`config.mk`:
```
export PLATFORM = sky130hd
export DESIGN_NAME = insn_decoder
export DESIGN_NICKNAME = d
export VERILOG_FILES = /design/src/rtl/dec_pkg.sv /design/src/rtl/insn_dec_ctrl.sv /design/src/rtl/insn_dec_imm.sv /design/src/rtl/insn_dec_const.sv /design/src/rtl/insn_decoder.sv
export SDC_FILE = /design/constraint.sdc
export NUM_CORES = 1
export LEC_CHECK = 0
export ABC_AREA = 1
export ABC_CLOCK_PERIOD_IN_PS = 1000
export BUFFER_PORTS_ARGS = -buffer_cell sky130_fd_sc_hd__buf_4
export CORE_MARGIN = 8
export CORE_UTILIZATION = 59
export CTS_CLUSTER_DIAMETER = 50
export DETAILED_ROUTE_END_ITERATION = 8
export GPL_ROUTABILITY_DRIVEN = 0
export GPL_TIMING_DRIVEN = 0
export HOLD_SLACK_MARGIN = 0.05
export PLACE_DENSITY = 0.95
export SYNTH_ARGS = -nofsm -noshare
export SYNTH_HDL_FRONTEND = slang
export SYNTH_HIERARCHICAL = 1
export SYNTH_SLANG_ARGS = --single-unit
```
`constraint.sdc`:
```
create_clock -name clk -period 1 [get_ports clk]
set_input_delay 0.2 -clock clk [delete_from_list [all_inputs] [get_ports clk]]
set_output_delay 0.2 -clock clk [all_outputs]
set_load 0.01 [all_outputs]
```
`src/rtl/dec_pkg.sv`:
```
package dec_pkg;
    localparam int INSN_W   = 32;
    localparam int FLD_W    = 8;
    localparam int OP_W     = INSN_W - 3 * FLD_W;
    localparam int FIELDS_W = 3 * FLD_W;
    localparam int HALF_W   = 2 * FLD_W;

    typedef enum logic [2:0] {
        CLS_ILLEGAL = 3'd0, CLS_ALU = 3'd1, CLS_BRANCH = 3'd2, CLS_JUMPREG = 3'd3,
        CLS_LOAD = 3'd4, CLS_STORE = 3'd5, CLS_CONST = 3'd6, CLS_SYS = 3'd7
    } op_class_e;

    typedef enum logic [2:0] {
        ALU_NONE = 3'd0, ALU_ADD = 3'd1, ALU_SUB = 3'd2, ALU_MUL = 3'd3, ALU_DIV = 3'd4
    } alu_e;

    typedef enum logic [2:0] {
        BR_NONE = 3'd0, BR_ALWAYS = 3'd1, BR_NZ = 3'd2, BR_Z = 3'd3,
        BR_ABOVE = 3'd4, BR_BELOW = 3'd5
    } br_e;

    typedef enum logic [1:0] {
        SYS_NONE = 2'd0, SYS_HALT = 2'd1, SYS_GETC = 2'd2, SYS_PUTC = 2'd3
    } sys_e;

    typedef enum logic [2:0] {
        LAY_NONE = 3'd0, LAY_RRR = 3'd1, LAY_RRR_SC8 = 3'd2, LAY_RSR = 3'd3,
        LAY_J24 = 3'd4, LAY_U16 = 3'd5, LAY_S16 = 3'd6
    } layout_e;

    typedef enum logic [1:0] {
        CK_NONE = 2'd0, CK_ZEXT16 = 2'd1, CK_SHIFT16 = 2'd2, CK_IPREL = 2'd3
    } const_e;

    typedef struct packed {
        logic      illegal;
        op_class_e cls;
        alu_e      alu;
        logic      x_imm;
        br_e       br;
        logic      mem_rd;
        logic      mem_wr;
        logic      mem_byte;
        logic      reg_we;
        logic      pair_we;
        logic      link_we;
        sys_e      sys;
        layout_e   layout;
        const_e    ckind;
    } ctrl_t;
endpackage

```
`src/rtl/insn_dec_ctrl.sv`:
```
module insn_dec_ctrl
    import dec_pkg::*;
(
    input  logic [OP_W-1:0] opcode,
    output ctrl_t           ctrl
);
    always_comb begin
        ctrl          = '0;
        ctrl.illegal  = 1'b0;
        ctrl.cls      = CLS_ILLEGAL;
        ctrl.alu      = ALU_NONE;
        ctrl.br       = BR_NONE;
        ctrl.sys      = SYS_NONE;
        ctrl.layout   = LAY_RRR;
        ctrl.ckind    = CK_NONE;
        case (opcode)
            8'h01: begin ctrl.cls = CLS_SYS; ctrl.sys = SYS_HALT; end
            8'h02: begin ctrl.cls = CLS_SYS; ctrl.sys = SYS_GETC; ctrl.reg_we = 1'b1; end
            8'h03: begin ctrl.cls = CLS_SYS; ctrl.sys = SYS_PUTC; end
            8'h13: begin ctrl.cls = CLS_SYS; ctrl.sys = SYS_PUTC; ctrl.x_imm = 1'b1; end
            8'h04: begin ctrl.cls = CLS_BRANCH; ctrl.br = BR_ALWAYS; ctrl.layout = LAY_J24; end
            8'h06: begin ctrl.cls = CLS_BRANCH; ctrl.br = BR_NZ;     ctrl.layout = LAY_J24; end
            8'h07: begin ctrl.cls = CLS_BRANCH; ctrl.br = BR_Z;      ctrl.layout = LAY_J24; end
            8'h0C: begin ctrl.cls = CLS_BRANCH; ctrl.br = BR_ABOVE;  ctrl.layout = LAY_J24; end
            8'h0D: begin ctrl.cls = CLS_BRANCH; ctrl.br = BR_BELOW;  ctrl.layout = LAY_J24; end
            8'h14: begin ctrl.cls = CLS_JUMPREG; ctrl.link_we = 1'b1; end
            8'h0A: begin ctrl.cls = CLS_ALU; ctrl.alu = ALU_ADD; ctrl.x_imm = 1'b1; ctrl.reg_we = 1'b1; end
            8'h0E: begin ctrl.cls = CLS_ALU; ctrl.alu = ALU_ADD; ctrl.reg_we = 1'b1; end
            8'h05: begin ctrl.cls = CLS_ALU; ctrl.alu = ALU_SUB; ctrl.x_imm = 1'b1; ctrl.reg_we = 1'b1; end
            8'h18: begin ctrl.cls = CLS_ALU; ctrl.alu = ALU_SUB; ctrl.reg_we = 1'b1; end
            8'h0F: begin ctrl.cls = CLS_ALU; ctrl.alu = ALU_MUL; ctrl.x_imm = 1'b1; ctrl.reg_we = 1'b1; end
            8'h0B: begin ctrl.cls = CLS_ALU; ctrl.alu = ALU_MUL; ctrl.reg_we = 1'b1; end
            8'h10: begin
                ctrl.cls = CLS_ALU; ctrl.alu = ALU_DIV; ctrl.x_imm = 1'b1;
                ctrl.reg_we = 1'b1; ctrl.pair_we = 1'b1;
            end
            8'h1A: begin
                ctrl.cls = CLS_ALU; ctrl.alu = ALU_DIV;
                ctrl.reg_we = 1'b1; ctrl.pair_we = 1'b1;
            end
            8'h09: begin
                ctrl.cls = CLS_LOAD; ctrl.mem_rd = 1'b1; ctrl.mem_byte = 1'b1;
                ctrl.reg_we = 1'b1; ctrl.layout = LAY_RSR;
            end
            8'h12: begin ctrl.cls = CLS_LOAD; ctrl.mem_rd = 1'b1; ctrl.reg_we = 1'b1; ctrl.layout = LAY_RSR; end
            8'h17: begin ctrl.cls = CLS_LOAD; ctrl.mem_rd = 1'b1; ctrl.reg_we = 1'b1; ctrl.layout = LAY_RRR_SC8; end
            8'h11: begin ctrl.cls = CLS_STORE; ctrl.mem_wr = 1'b1; ctrl.mem_byte = 1'b1; ctrl.layout = LAY_RSR; end
            8'h19: begin ctrl.cls = CLS_STORE; ctrl.mem_wr = 1'b1; ctrl.layout = LAY_RSR; end
            8'h08: begin ctrl.cls = CLS_CONST; ctrl.reg_we = 1'b1; ctrl.layout = LAY_U16; ctrl.ckind = CK_ZEXT16; end
            8'h15: begin ctrl.cls = CLS_CONST; ctrl.reg_we = 1'b1; ctrl.layout = LAY_U16; ctrl.ckind = CK_SHIFT16; end
            8'h16: begin ctrl.cls = CLS_CONST; ctrl.reg_we = 1'b1; ctrl.layout = LAY_S16; ctrl.ckind = CK_IPREL; end
            default: begin
                ctrl.illegal = 1'b1;
                ctrl.layout  = LAY_NONE;
            end
        endcase
    end
endmodule

```
`src/rtl/insn_dec_imm.sv`:
```
module insn_dec_imm
    import dec_pkg::*;
#(
    parameter int XLEN = 64
) (
    input  layout_e             layout,
    input  logic [FIELDS_W-1:0] fields,
    output logic [XLEN-1:0]     imm
);
    localparam int SC_SHIFT = 3;

    logic [FLD_W-1:0]  fx;
    logic [FLD_W-1:0]  fy;
    logic [HALF_W-1:0] fxy;

    assign fx  = fields[FIELDS_W-1 -: FLD_W];
    assign fy  = fields[HALF_W-1 -: FLD_W];
    assign fxy = fields[HALF_W-1:0];

    always_comb begin
        case (layout)
            LAY_RRR:     imm = {{(XLEN-FLD_W){1'b0}}, fx};
            LAY_RRR_SC8: imm = {{(XLEN-FLD_W-SC_SHIFT){1'b0}}, fy, {SC_SHIFT{1'b0}}};
            LAY_RSR:     imm = {{(XLEN-FLD_W){fy[FLD_W-1]}}, fy};
            LAY_J24:     imm = {{(XLEN-FIELDS_W){fields[FIELDS_W-1]}}, fields};
            LAY_U16:     imm = {{(XLEN-HALF_W){1'b0}}, fxy};
            LAY_S16:     imm = {{(XLEN-HALF_W){fxy[HALF_W-1]}}, fxy};
            default:     imm = '0;
        endcase
    end
endmodule

```
`src/rtl/insn_dec_const.sv`:
```
module insn_dec_const
    import dec_pkg::*;
#(
    parameter int XLEN = 64
) (
    input  const_e            kind,
    input  logic [HALF_W-1:0] xy,
    input  logic [XLEN-1:0]   ip,
    input  logic [XLEN-1:0]   rz_val,
    output logic              valid,
    output logic [XLEN-1:0]   value
);
    logic [XLEN-1:0] xy_zext;
    logic [XLEN-1:0] xy_sext;

    assign xy_zext = {{(XLEN-HALF_W){1'b0}}, xy};
    assign xy_sext = {{(XLEN-HALF_W){xy[HALF_W-1]}}, xy};

    always_comb begin
        valid = (kind != CK_NONE);
        case (kind)
            CK_ZEXT16:  value = xy_zext;
            CK_SHIFT16: value = (rz_val << HALF_W) | xy_zext;
            CK_IPREL:   value = ip + xy_sext;
            default:    value = '0;
        endcase
    end
endmodule

```
`src/rtl/insn_decoder.sv`:
```
module insn_decoder
    import dec_pkg::*;
#(
    parameter int XLEN = 64
) (
    input  logic              clk,
    input  logic              rst_n,
    input  logic [INSN_W-1:0] insn,
    input  logic [XLEN-1:0]   ip,
    input  logic [XLEN-1:0]   rz_val,
    output logic              illegal,
    output logic [2:0]        op_class,
    output logic [FLD_W-1:0]  rx,
    output logic [FLD_W-1:0]  ry,
    output logic [FLD_W-1:0]  rz,
    output logic [XLEN-1:0]   imm,
    output logic [2:0]        alu_op,
    output logic              x_is_imm,
    output logic [2:0]        br_cond,
    output logic              mem_rd,
    output logic              mem_wr,
    output logic              mem_byte,
    output logic              reg_we,
    output logic              pair_we,
    output logic              link_we,
    output logic [1:0]        sys_op,
    output logic              wb_const_valid,
    output logic [XLEN-1:0]   wb_value
);
    typedef struct packed {
        logic              illegal;
        op_class_e         cls;
        logic [FLD_W-1:0]  rx;
        logic [FLD_W-1:0]  ry;
        logic [FLD_W-1:0]  rz;
        logic [XLEN-1:0]   imm;
        alu_e              alu;
        logic              x_imm;
        br_e               br;
        logic              mem_rd;
        logic              mem_wr;
        logic              mem_byte;
        logic              reg_we;
        logic              pair_we;
        logic              link_we;
        sys_e              sys;
        logic              wb_valid;
        logic [XLEN-1:0]   wb_value;
    } dec_t;

    ctrl_t           ctrl;
    logic [XLEN-1:0] imm_c;
    logic            cv_c;
    logic [XLEN-1:0] cval_c;
    dec_t            dec_d;
    dec_t            dec_q;

    insn_dec_ctrl i_ctrl (
        .opcode (insn[INSN_W-1 -: OP_W]),
        .ctrl   (ctrl)
    );

    insn_dec_imm #(.XLEN(XLEN)) i_imm (
        .layout (ctrl.layout),
        .fields (insn[FIELDS_W-1:0]),
        .imm    (imm_c)
    );

    insn_dec_const #(.XLEN(XLEN)) i_const (
        .kind   (ctrl.ckind),
        .xy     (insn[HALF_W-1:0]),
        .ip     (ip),
        .rz_val (rz_val),
        .valid  (cv_c),
        .value  (cval_c)
    );

    always_comb begin
        dec_d          = '0;
        dec_d.illegal  = ctrl.illegal;
        dec_d.cls      = ctrl.cls;
        dec_d.rx       = insn[FIELDS_W-1 -: FLD_W];
        dec_d.ry       = insn[HALF_W-1 -: FLD_W];
        dec_d.rz       = insn[FLD_W-1:0];
        dec_d.imm      = imm_c;
        dec_d.alu      = ctrl.alu;
        dec_d.x_imm    = ctrl.x_imm;
        dec_d.br       = ctrl.br;
        dec_d.mem_rd   = ctrl.mem_rd;
        dec_d.mem_wr   = ctrl.mem_wr;
        dec_d.mem_byte = ctrl.mem_byte;
        dec_d.reg_we   = ctrl.reg_we;
        dec_d.pair_we  = ctrl.pair_we;
        dec_d.link_we  = ctrl.link_we;
        dec_d.sys      = ctrl.sys;
        dec_d.wb_valid = cv_c;
        dec_d.wb_value = cval_c;
    end

    always_ff @(posedge clk or negedge rst_n) begin
        if (!rst_n) begin
            dec_q <= '0;
        end else begin
            dec_q <= dec_d;
        end
    end

    assign illegal        = dec_q.illegal;
    assign op_class       = dec_q.cls;
    assign rx             = dec_q.rx;
    assign ry             = dec_q.ry;
    assign rz             = dec_q.rz;
    assign imm            = dec_q.imm;
    assign alu_op         = dec_q.alu;
    assign x_is_imm       = dec_q.x_imm;
    assign br_cond        = dec_q.br;
    assign mem_rd         = dec_q.mem_rd;
    assign mem_wr         = dec_q.mem_wr;
    assign mem_byte       = dec_q.mem_byte;
    assign reg_we         = dec_q.reg_we;
    assign pair_we        = dec_q.pair_we;
    assign link_we        = dec_q.link_we;
    assign sys_op         = dec_q.sys;
    assign wb_const_valid = dec_q.wb_valid;
    assign wb_value       = dec_q.wb_value;
endmodule

```
==> results.ini, run 1 <==
[logic_synthesis]
synth-async-reset-ratio=1.00
yosysUniqueCellTypes=36
synth_ff_type=dfrtp_1
yosysSeqAreaShare=0.350
synthesis.nets=2133
ys_warn_count=6
synth.ff_latch_count=172
synth_area_sq_mm=0.0123
netlist_instances=1907
syn_area_per_cell_sq_um=6.45
synth_edf_count=0

[place]
numPortBuffers=317
dp_hpwl_um=35800
dp_cells=2500

[run_status]
outcome=did not finish
lastStage=clock tree synthesis (4_1_cts)
first-error=[ERROR DPL-0033] detailed placement checks failed during check placement.

[cts]
ctsHtreeMaxLevel=4
cts-root-buf=clkbuf_16
hold_buffers=70
post-cts-setup-buffer-count=110
cts_max_path_buffers=2
numCtsBuffers=17
cts.sinks=172
postCtsResizedCells=483

[die]
start_util=0.592
pin_count=334
num_rows=53
fp.dieW_um=160
die_h_um=160

[synth_stat cells, types with 8 or more instances]
cell type  instances  area (sq um)
o21ai_0           40           200
inv_1            378          1420
buf_4             43           323
nand3_1          110           551
nor3_2             9          90.1
nand3_2            8          80.1
inv_2             10          37.5
nand2_1          777          2920
nor2_2            15          93.8
o21ai_1            8          40.0
a21oi_1           70           350
nor2_1           113           424
nand2_2           20           125
dfrtp_1          172          4300
nand4_1           12          75.1
ha_1              63           788
[through the flow]
| stage | TNS, ps | hold slack, ps | setup WS [ps] | area [sq um] |
|---|---|---|---|---|
| after global placement | -366960 | 334 | -1940 | 16200 |
| after detailed placement | -188750 | 134 | -1970 | 16200 |
| after floorplan | -77510 | -95.6 | -902 | 13500 |
[cell families after synthesis]
| kind of cell | after synthesis | share of synthesized area |
|---|---|---|
| flip-flops | 172 | 0.350 |
| XOR/XNOR | 6 | 0.00428 |
| buffers and inverters | 446 | 0.151 |
| AND/OR/NAND/NOR | 1093 | 0.376 |
| AO/OA/AOI/OAI | 126 | 0.0529 |
| adder cells (fa/ha/maj) | 64 | 0.0658 |
==> run 2: changes to the inputs <==
CORE_UTILIZATION = 40   (was 59)
CTS_CLUSTER_DIAMETER = unset   (was 50)
HOLD_SLACK_MARGIN = unset   (was 0.05)
PLACE_DENSITY = unset   (was 0.95)
PLACE_DENSITY_LB_ADDON = 0.15   (was unset)
==> results.ini, run 2 <==
[final_layout]
layout_commonest_cell=nand2_1
area_delta_synth_final_pct=73.6
stdcell_count=2848
final_cell_mix=nand2_1 (574), inv_1 (322), buf_4 (322), dfrtp_1 (172), nand2_2 (146)
layout.nets=2664
drive_gt1_frac=0.448
final_area_sq_mm=0.0213

[die]
die_h_um=191  ; was 160 um
pin_count=334  ; unchanged
core_sq_mm=0.0304
fp.dieW_um=191  ; was 160 um
die_area_sq_mm=0.0366
num_rows=64  ; was 53
start_util=0.404  ; was 0.592

[setup_path]
crit_slowest_cell=nand3_4
cp_max_fo=8
arrival_ps=1980
critPathRequiredTime_ps=1390
path_class=primary input to register
cpPeakStageDelay_ps=240
crit_family=simple AND/OR/NAND/NOR gates
critPathLaunchType=primary input
crit_chain=buf_4 > inv_2 > nand2_2 > nor2_2 > nand2_2 > nand3_2 > nor2_4 > nand3_2 > buf_8 > nor3_4 > nand2_4 > nand3_4 > buf_6
crit_buf_inv=4
endpoint_kind=register

[global_routing]
grt_pass1_wl_um=75700
grtUsageTotal=0.267
grt_overflow=0
grt_max_degree=109
grt_pass1_vias=13700
grt_antenna_before_repair=1

[logic_synthesis]
synth_ff_type=dfrtp_1  ; unchanged
synth_area_sq_mm=0.0123  ; unchanged
synth_top_area_cell=dfrtp_1  ; unchanged
synth_most_common_cell=nand2_1  ; unchanged
ys_warn_count=6  ; unchanged
synth.ff_latch_count=172  ; unchanged
netlist_instances=1907  ; unchanged
synth.top_cell.area_share=0.350  ; unchanged
synthesis.nets=2133  ; unchanged
yosysUniqueCellTypes=36  ; unchanged
synth-async-reset-ratio=1.00  ; unchanged
syn_area_per_cell_sq_um=6.45  ; unchanged
synth_edf_count=0  ; unchanged
synth_area_leaders=dfrtp_1 (35%), nand2_1 (24%), inv_1 (12%), ha_1 (6.4%), nand3_1 (4.5%)  ; unchanged
yosysSeqAreaShare=0.350  ; unchanged
synthTopCellsByCount=nand2_1 (777), inv_1 (378), dfrtp_1 (172)  ; unchanged

[pwr]
peakVddDrop_v=0.00108
p_leak_nw=11.8
pwr_density_cell_mw_per_mm2=997

[sta]
min_period_over_period=1.59
whs_ps=-315
worst_pin_slew_ps=552
max-slew-margin-rel=0.632
worst_slack_ps=-595
hold_violations=64
setup_viol=300
maxSlewViolCount=0
period_needed_ps=1590
rsz0062_at_grt=yes
max_freq_mhz=627

[drt]
via_per_inst=4.99
first_iter_violations=1079
drtAntennaViolNets=0
wl_um=51900
firstDrtPassIters=6
vias=14200
drc=0
wl_per_cell_um=18.2

[hold_path]
hold_class=primary input to asynchronous set/reset pin

[run_status]
violations=negative hold slack, negative setup slack
outcome=finished, violations left  ; was did not finish

[job]
drv_cap=0

[place]
dpl-instance-area_sq_mm=0.0164  ; was 0.0162 sq mm
dp_cells=2621  ; was 2,500
numPortBuffers=317  ; unchanged
dp_hpwl_um=36300  ; was 35,800 um

[cts]
cts-root-buf=clkbuf_16  ; unchanged
clk_pin_slew_ps=70
numCtsBuffers=17  ; unchanged
cts_max_path_buffers=2  ; unchanged
cts_tree=yes
cts.sinks=172  ; unchanged
ctsHtreeMaxLevel=4  ; unchanged

## run 2: cell counts after synthesis
No cell type changed its count.
## run 2: through the flow
stage / setup slack [ps] / TNS (ps) / util / power (W)
floorplan: -902 / -77510 / - / 0.0104
global placement: -1970 / -396560 / 0.538 / 0.0124
detailed placement: -1980 / -197990 / 0.539 / 0.0125
CTS: -570 / -81430 / 0.657 / 0.0206
global route: -661 / -99000 / 0.701 / 0.0222
finish: -595 / -84780 / 0.701 / 0.0213
## run 2: worst max-delay path by stage
stage,from,slack (ps),to,depth (start not counted)
floorplan,insn[31],-900,imm[24]$_DFF_PN0_,13
global placement,insn[15],-1970,wb_value[56]$_DFF_PN0_,12
detailed placement,insn[15],-1980,wb_value[62]$_DFF_PN0_,10
CTS,insn[29],-570,imm[51]$_DFF_PN0_,16
global route,insn[30],-660,imm[31]$_DFF_PN0_,15
finish,insn[25],-590,imm[31]$_DFF_PN0_,13
## run 2: final cells by class
type                       count  area [sq um]
clock inverter                14           156
buffer                        56           694
timing repair buffer         506          4650
antenna                        1          2.50
fill                        2302          9090
clock buffer                  18           439
tap                          396           495
sequential                   172          4300
multi-input combinational   1296          9080
inverter                     389          1510
## run 2: timing repair
action,in CTS,in global routing
setup buffers,75,36
hold buffers,69,1
resized for setup,402,294
pin swaps,132,103
endpoints found under the setup margin,300,300
cloned,15,2
endpoints found under the hold margin,139,65
## run 2: cells by family after synthesis
logic type / share of synthesized area
fa+ha+maj: 0.0658
simple gates: 0.376
compound gates: 0.0529
xor+xnor: 0.00428
flops: 0.350
buf+inv: 0.151
## run 2: power by group
group | total (W) | switching (W) | internal (W)
logic | 0.00740 | 0.00422 | 0.00319
clock network | 0.00675 | 0.00335 | 0.00340
registers | 0.00712 | 0.0000458 | 0.00707
## run 2: layer usage
metal / track usage / vias to the layer above / wire (um)
met2: 0.439 / 635 / 24200
li1: - / 6808 / -
met3: 0.0514 / 123 / 4460
met4: 0.0867 / 0 / 1890
met5: 0 / - / 0
met1: 0.348 / 6640 / 21300
No activity file was read; power rests on OpenSTA's default activity.
==> run 3: changes to the inputs <==
--- a/config.mk
+++ b/config.mk
@@ -7,3 +7,2 @@
 export LEC_CHECK = 0
-export ABC_AREA = 1
 export ABC_CLOCK_PERIOD_IN_PS = 1000
--- a/constraint.sdc
+++ b/constraint.sdc
@@ -3,2 +3,2 @@
 set_output_delay 0.2 -clock clk [all_outputs]
-set_load 0.01 [all_outputs]
+set_load 0.05 [all_outputs]
==> results.ini, run 3 <==
[logic_synthesis]
synth_most_common_cell=dfrtp_1  ; was nand2_1
synth_area_sq_mm=0.0108  ; was 0.0123 sq mm
synthTopCellsByCount=dfrtp_1 (172), a21oi_1 (99), nand2_1 (93)  ; was nand2_1 (777), inv_1 (378), dfrtp_1 (172)
synth.top_cell.area_share=0.399  ; was 0.350
netlist_instances=1128  ; was 1,907
synth-async-reset-ratio=1.00  ; unchanged
yosysUniqueCellTypes=93  ; was 36
synth_top_area_cell=dfrtp_1  ; unchanged
synth_area_leaders=dfrtp_1 (40%), ha_1 (7.3%), a21oi_1 (4.6%), buf_4 (3.3%), o21ai_0 (3.2%)  ; was dfrtp_1 (35%), nand2_1 (24%), inv_1 (12%), ha_1 (6.4%), nand3_1 (4.5%)
syn_area_per_cell_sq_um=9.56  ; was 6.45 sq um
ys_warn_count=6  ; unchanged
synth_edf_count=0  ; unchanged
synth_ff_type=dfrtp_1  ; unchanged
synth.ff_latch_count=172  ; unchanged
yosysSeqAreaShare=0.399  ; was 0.350
synthesis.nets=1354  ; was 2,133

[drt]
drc=0  ; unchanged
wl_um=45700  ; was 51,900 um
wl_met2_um=23400  ; was 24,200 um
dr.max_layer_used=met4  ; unchanged
first_iter_violations=838  ; was 1,079
wl_per_cell_um=22.9  ; was 18.2 um
firstDrtPassIters=5  ; was 6
vias=11100  ; was 14,200
via_per_inst=5.57  ; was 4.99
drtAntennaViolNets=0  ; unchanged
wl_met1_um=18100  ; was 21,300 um
dr_wl_met3_um=2930  ; was 4460 um

[run_status]
outcome=finished, violations left  ; unchanged
violations=negative hold slack, negative setup slack  ; unchanged

[cts]
cts.sinks=172  ; unchanged
ctsHtreeMaxLevel=4  ; unchanged
numCtsBuffers=17  ; unchanged
cts-root-buf=clkbuf_16  ; unchanged
hold_buffers=39  ; was 69
clk_pin_slew_ps=80  ; was 70 ps
cts_max_path_buffers=2  ; unchanged
cts_tree=yes  ; unchanged

[final_layout]
final_core_util=0.722  ; was 0.701
nFillCells=1815  ; was 2,302
area_delta_synth_final_pct=78.9  ; was 73.6%
final_cell_mix=buf_6 (267), buf_4 (224), dfrtp_1 (172), nand2_1 (74), a21oi_1 (56)  ; was nand2_1 (574), inv_1 (322), buf_4 (322), dfrtp_1 (172), nand2_2 (146)
n_antenna_cell=0  ; was 1
drive_gt1_frac=0.531  ; was 0.448
layout.nets=1869  ; was 2,664
layout_commonest_cell=buf_6  ; was nand2_1

[place]
dp_hpwl_um=28700  ; was 36,300 um
place_ws_ps=-2670  ; was -1980 ps
numPortBuffers=316  ; was 317

[pwr]
p_leak_nw=8.83  ; was 11.8 nW
total_power_w=0.0208  ; was 0.0213 W
peakVddDrop_v=0.000855  ; was 0.00108 V
pwr_density_cell_mw_per_mm2=1080  ; was 997 mW/mm^2

[setup_path]
crit_chain=buf_12 > ha_4 > inv_2 > fa_2 > nor2b_4 > o2111ai_4 > a21oi_4 > o21ai_2 > a211oi_4 > o41ai_4 > o41ai_4 > and3_4 > nor3_1 > a211o_1  ; was buf_4 > inv_2 > nand2_2 > nor2_2 > nand2_2 > nand3_2 > nor2_4 > nand3_2 > buf_8 > nor3_4 > nand2_4 > nand3_4 > buf_6
cpPeakStageDelay_ps=390  ; was 240 ps
crit_buf_inv=2  ; was 4
endpoint_kind=register  ; unchanged
cp_max_fo=4  ; was 8
crit_start=insn[0]  ; was insn[25]
crit_family=compound AO/OA/AOI/OAI gates  ; was simple AND/OR/NAND/NOR gates
arrival_ps=2920  ; was 1980 ps
critPathLaunchType=primary input  ; unchanged
path_class=primary input to register  ; unchanged
critPathRequiredTime_ps=1310  ; was 1390 ps
cpMostUsedCell=o41ai_4
crit_slowest_cell=o41ai_4  ; was nand3_4

[sta]
whs_ps=-209  ; was -315 ps
hold_violations=90  ; was 64
worst_pin_slew_ps=711  ; was 552 ps
min_period_over_period=2.61  ; was 1.59
fin_setup_tns_ps=-139350  ; was -84,780 ps
max_freq_mhz=384  ; was 627 MHz
worst_slack_ps=-1610  ; was -595 ps
max-slew-margin-rel=0.526  ; was 0.632
period_needed_ps=2610  ; was 1590 ps
rsz0062_at_grt=yes  ; unchanged
maxSlewViolCount=0  ; unchanged
setup_viol=301  ; was 300

[die]
die_h_um=180  ; was 191 um
fp.dieW_um=180  ; was 191 um
num_rows=60  ; was 64
die_area_sq_mm=0.0325  ; was 0.0366 sq mm
start_util=0.404  ; about the same
pin_count=334  ; unchanged
core_sq_mm=0.0267  ; was 0.0304 sq mm

[global_routing]
grt_pass1_wl_um=66700  ; was 75,700 um
grt_antenna_before_repair=0  ; was 1
grtUsageTotal=0.259  ; was 0.267
grt_max_degree=92  ; was 109
grt_overflow=0  ; unchanged
grt_pass1_vias=11500  ; was 13,700

[job]
drv_cap=0  ; unchanged

[hold_path]
hold_class=primary input to asynchronous set/reset pin  ; unchanged

## run 3: cell count changes after synthesis, sizes merged, moves of 31 or more
cell | previous run | this run
a21o | 0 | 43
inv | 389 | 20
mux2i | 0 | 34
nand2 | 798 | 94
nand3 | 118 | 32
nor2 | 135 | 67
o21ai | 48 | 79
xnor2 | 5 | 37
## run 3: cell families (layout without fill, tap and decap cells)
logic type	Yosys count	after routing	share of synthesized area
and+or+nand+nor	334	334	0.159
AOI/OAI and AO/OA	327	329	0.202
DFF	172	172	0.399
buffers and inverters	131	657	0.0768
adders and majority gates	64	64	0.0750
xor gates and xnor gates	56	56	0.0455
muxes	44	44	0.0427
## run 3: metrics by stage
stage                     cells  area, sq um
after floorplan            1128        11500
after global placement     1785        14300
after detailed placement   1787        14400
after CTS                  1951        18200
after global routing       1997        19300
final                      1997        19300
## run 3: worst max-delay path by stage
stage                             end  slack, ps  cells after the start
2_1_floorplan       imm[24]$_DFF_PN0_      -1600                     10
3_3_place_gp   wb_value[58]$_DFF_PN0_      -2660                     12
3_5_place_dp   wb_value[58]$_DFF_PN0_      -2670                     12
4_1_cts        wb_value[56]$_DFF_PN0_      -1640                     14
5_1_grt        wb_value[48]$_DFF_PN0_      -1670                     15
6_report       wb_value[56]$_DFF_PN0_      -1610                     14
## run 3: final cells by class
class	count	area (sq um)	share of cell area
sequential	172	4300	0.223
buffer	94	1170	0.0606
multi-input combinational	827	7520	0.390
tap	341	427	0.0221
clock inverter	14	145	0.00752
timing repair buffer	511	5210	0.270
clock buffer	18	429	0.0222
inverter	20	82.6	0.00428
## run 3: repair_timing
item,in CTS,in global routing
gates cloned,13,4
hold endpoints to repair,129,90
pin swaps,106,90
resized for setup,470,162
setup endpoints to repair,301,304
setup buffers,97,59
## run 3: where the power goes
part,leakage [nW],switching (W),total (W),internal [W]
logic,6.22,0.00370,0.00698,0.00328
registers,2.34,0.0000572,0.00711,0.00706
clock network,0.275,0.00336,0.00670,0.00334
## run 3: per-layer routing
layer | GRT usage | vias to the layer above
met2 | 0.459 | 492
li1 | - | 5055
met5 | 0 | -
met1 | 0.309 | 5482
met3 | 0.0560 | 91
met4 | 0.0797 | 0
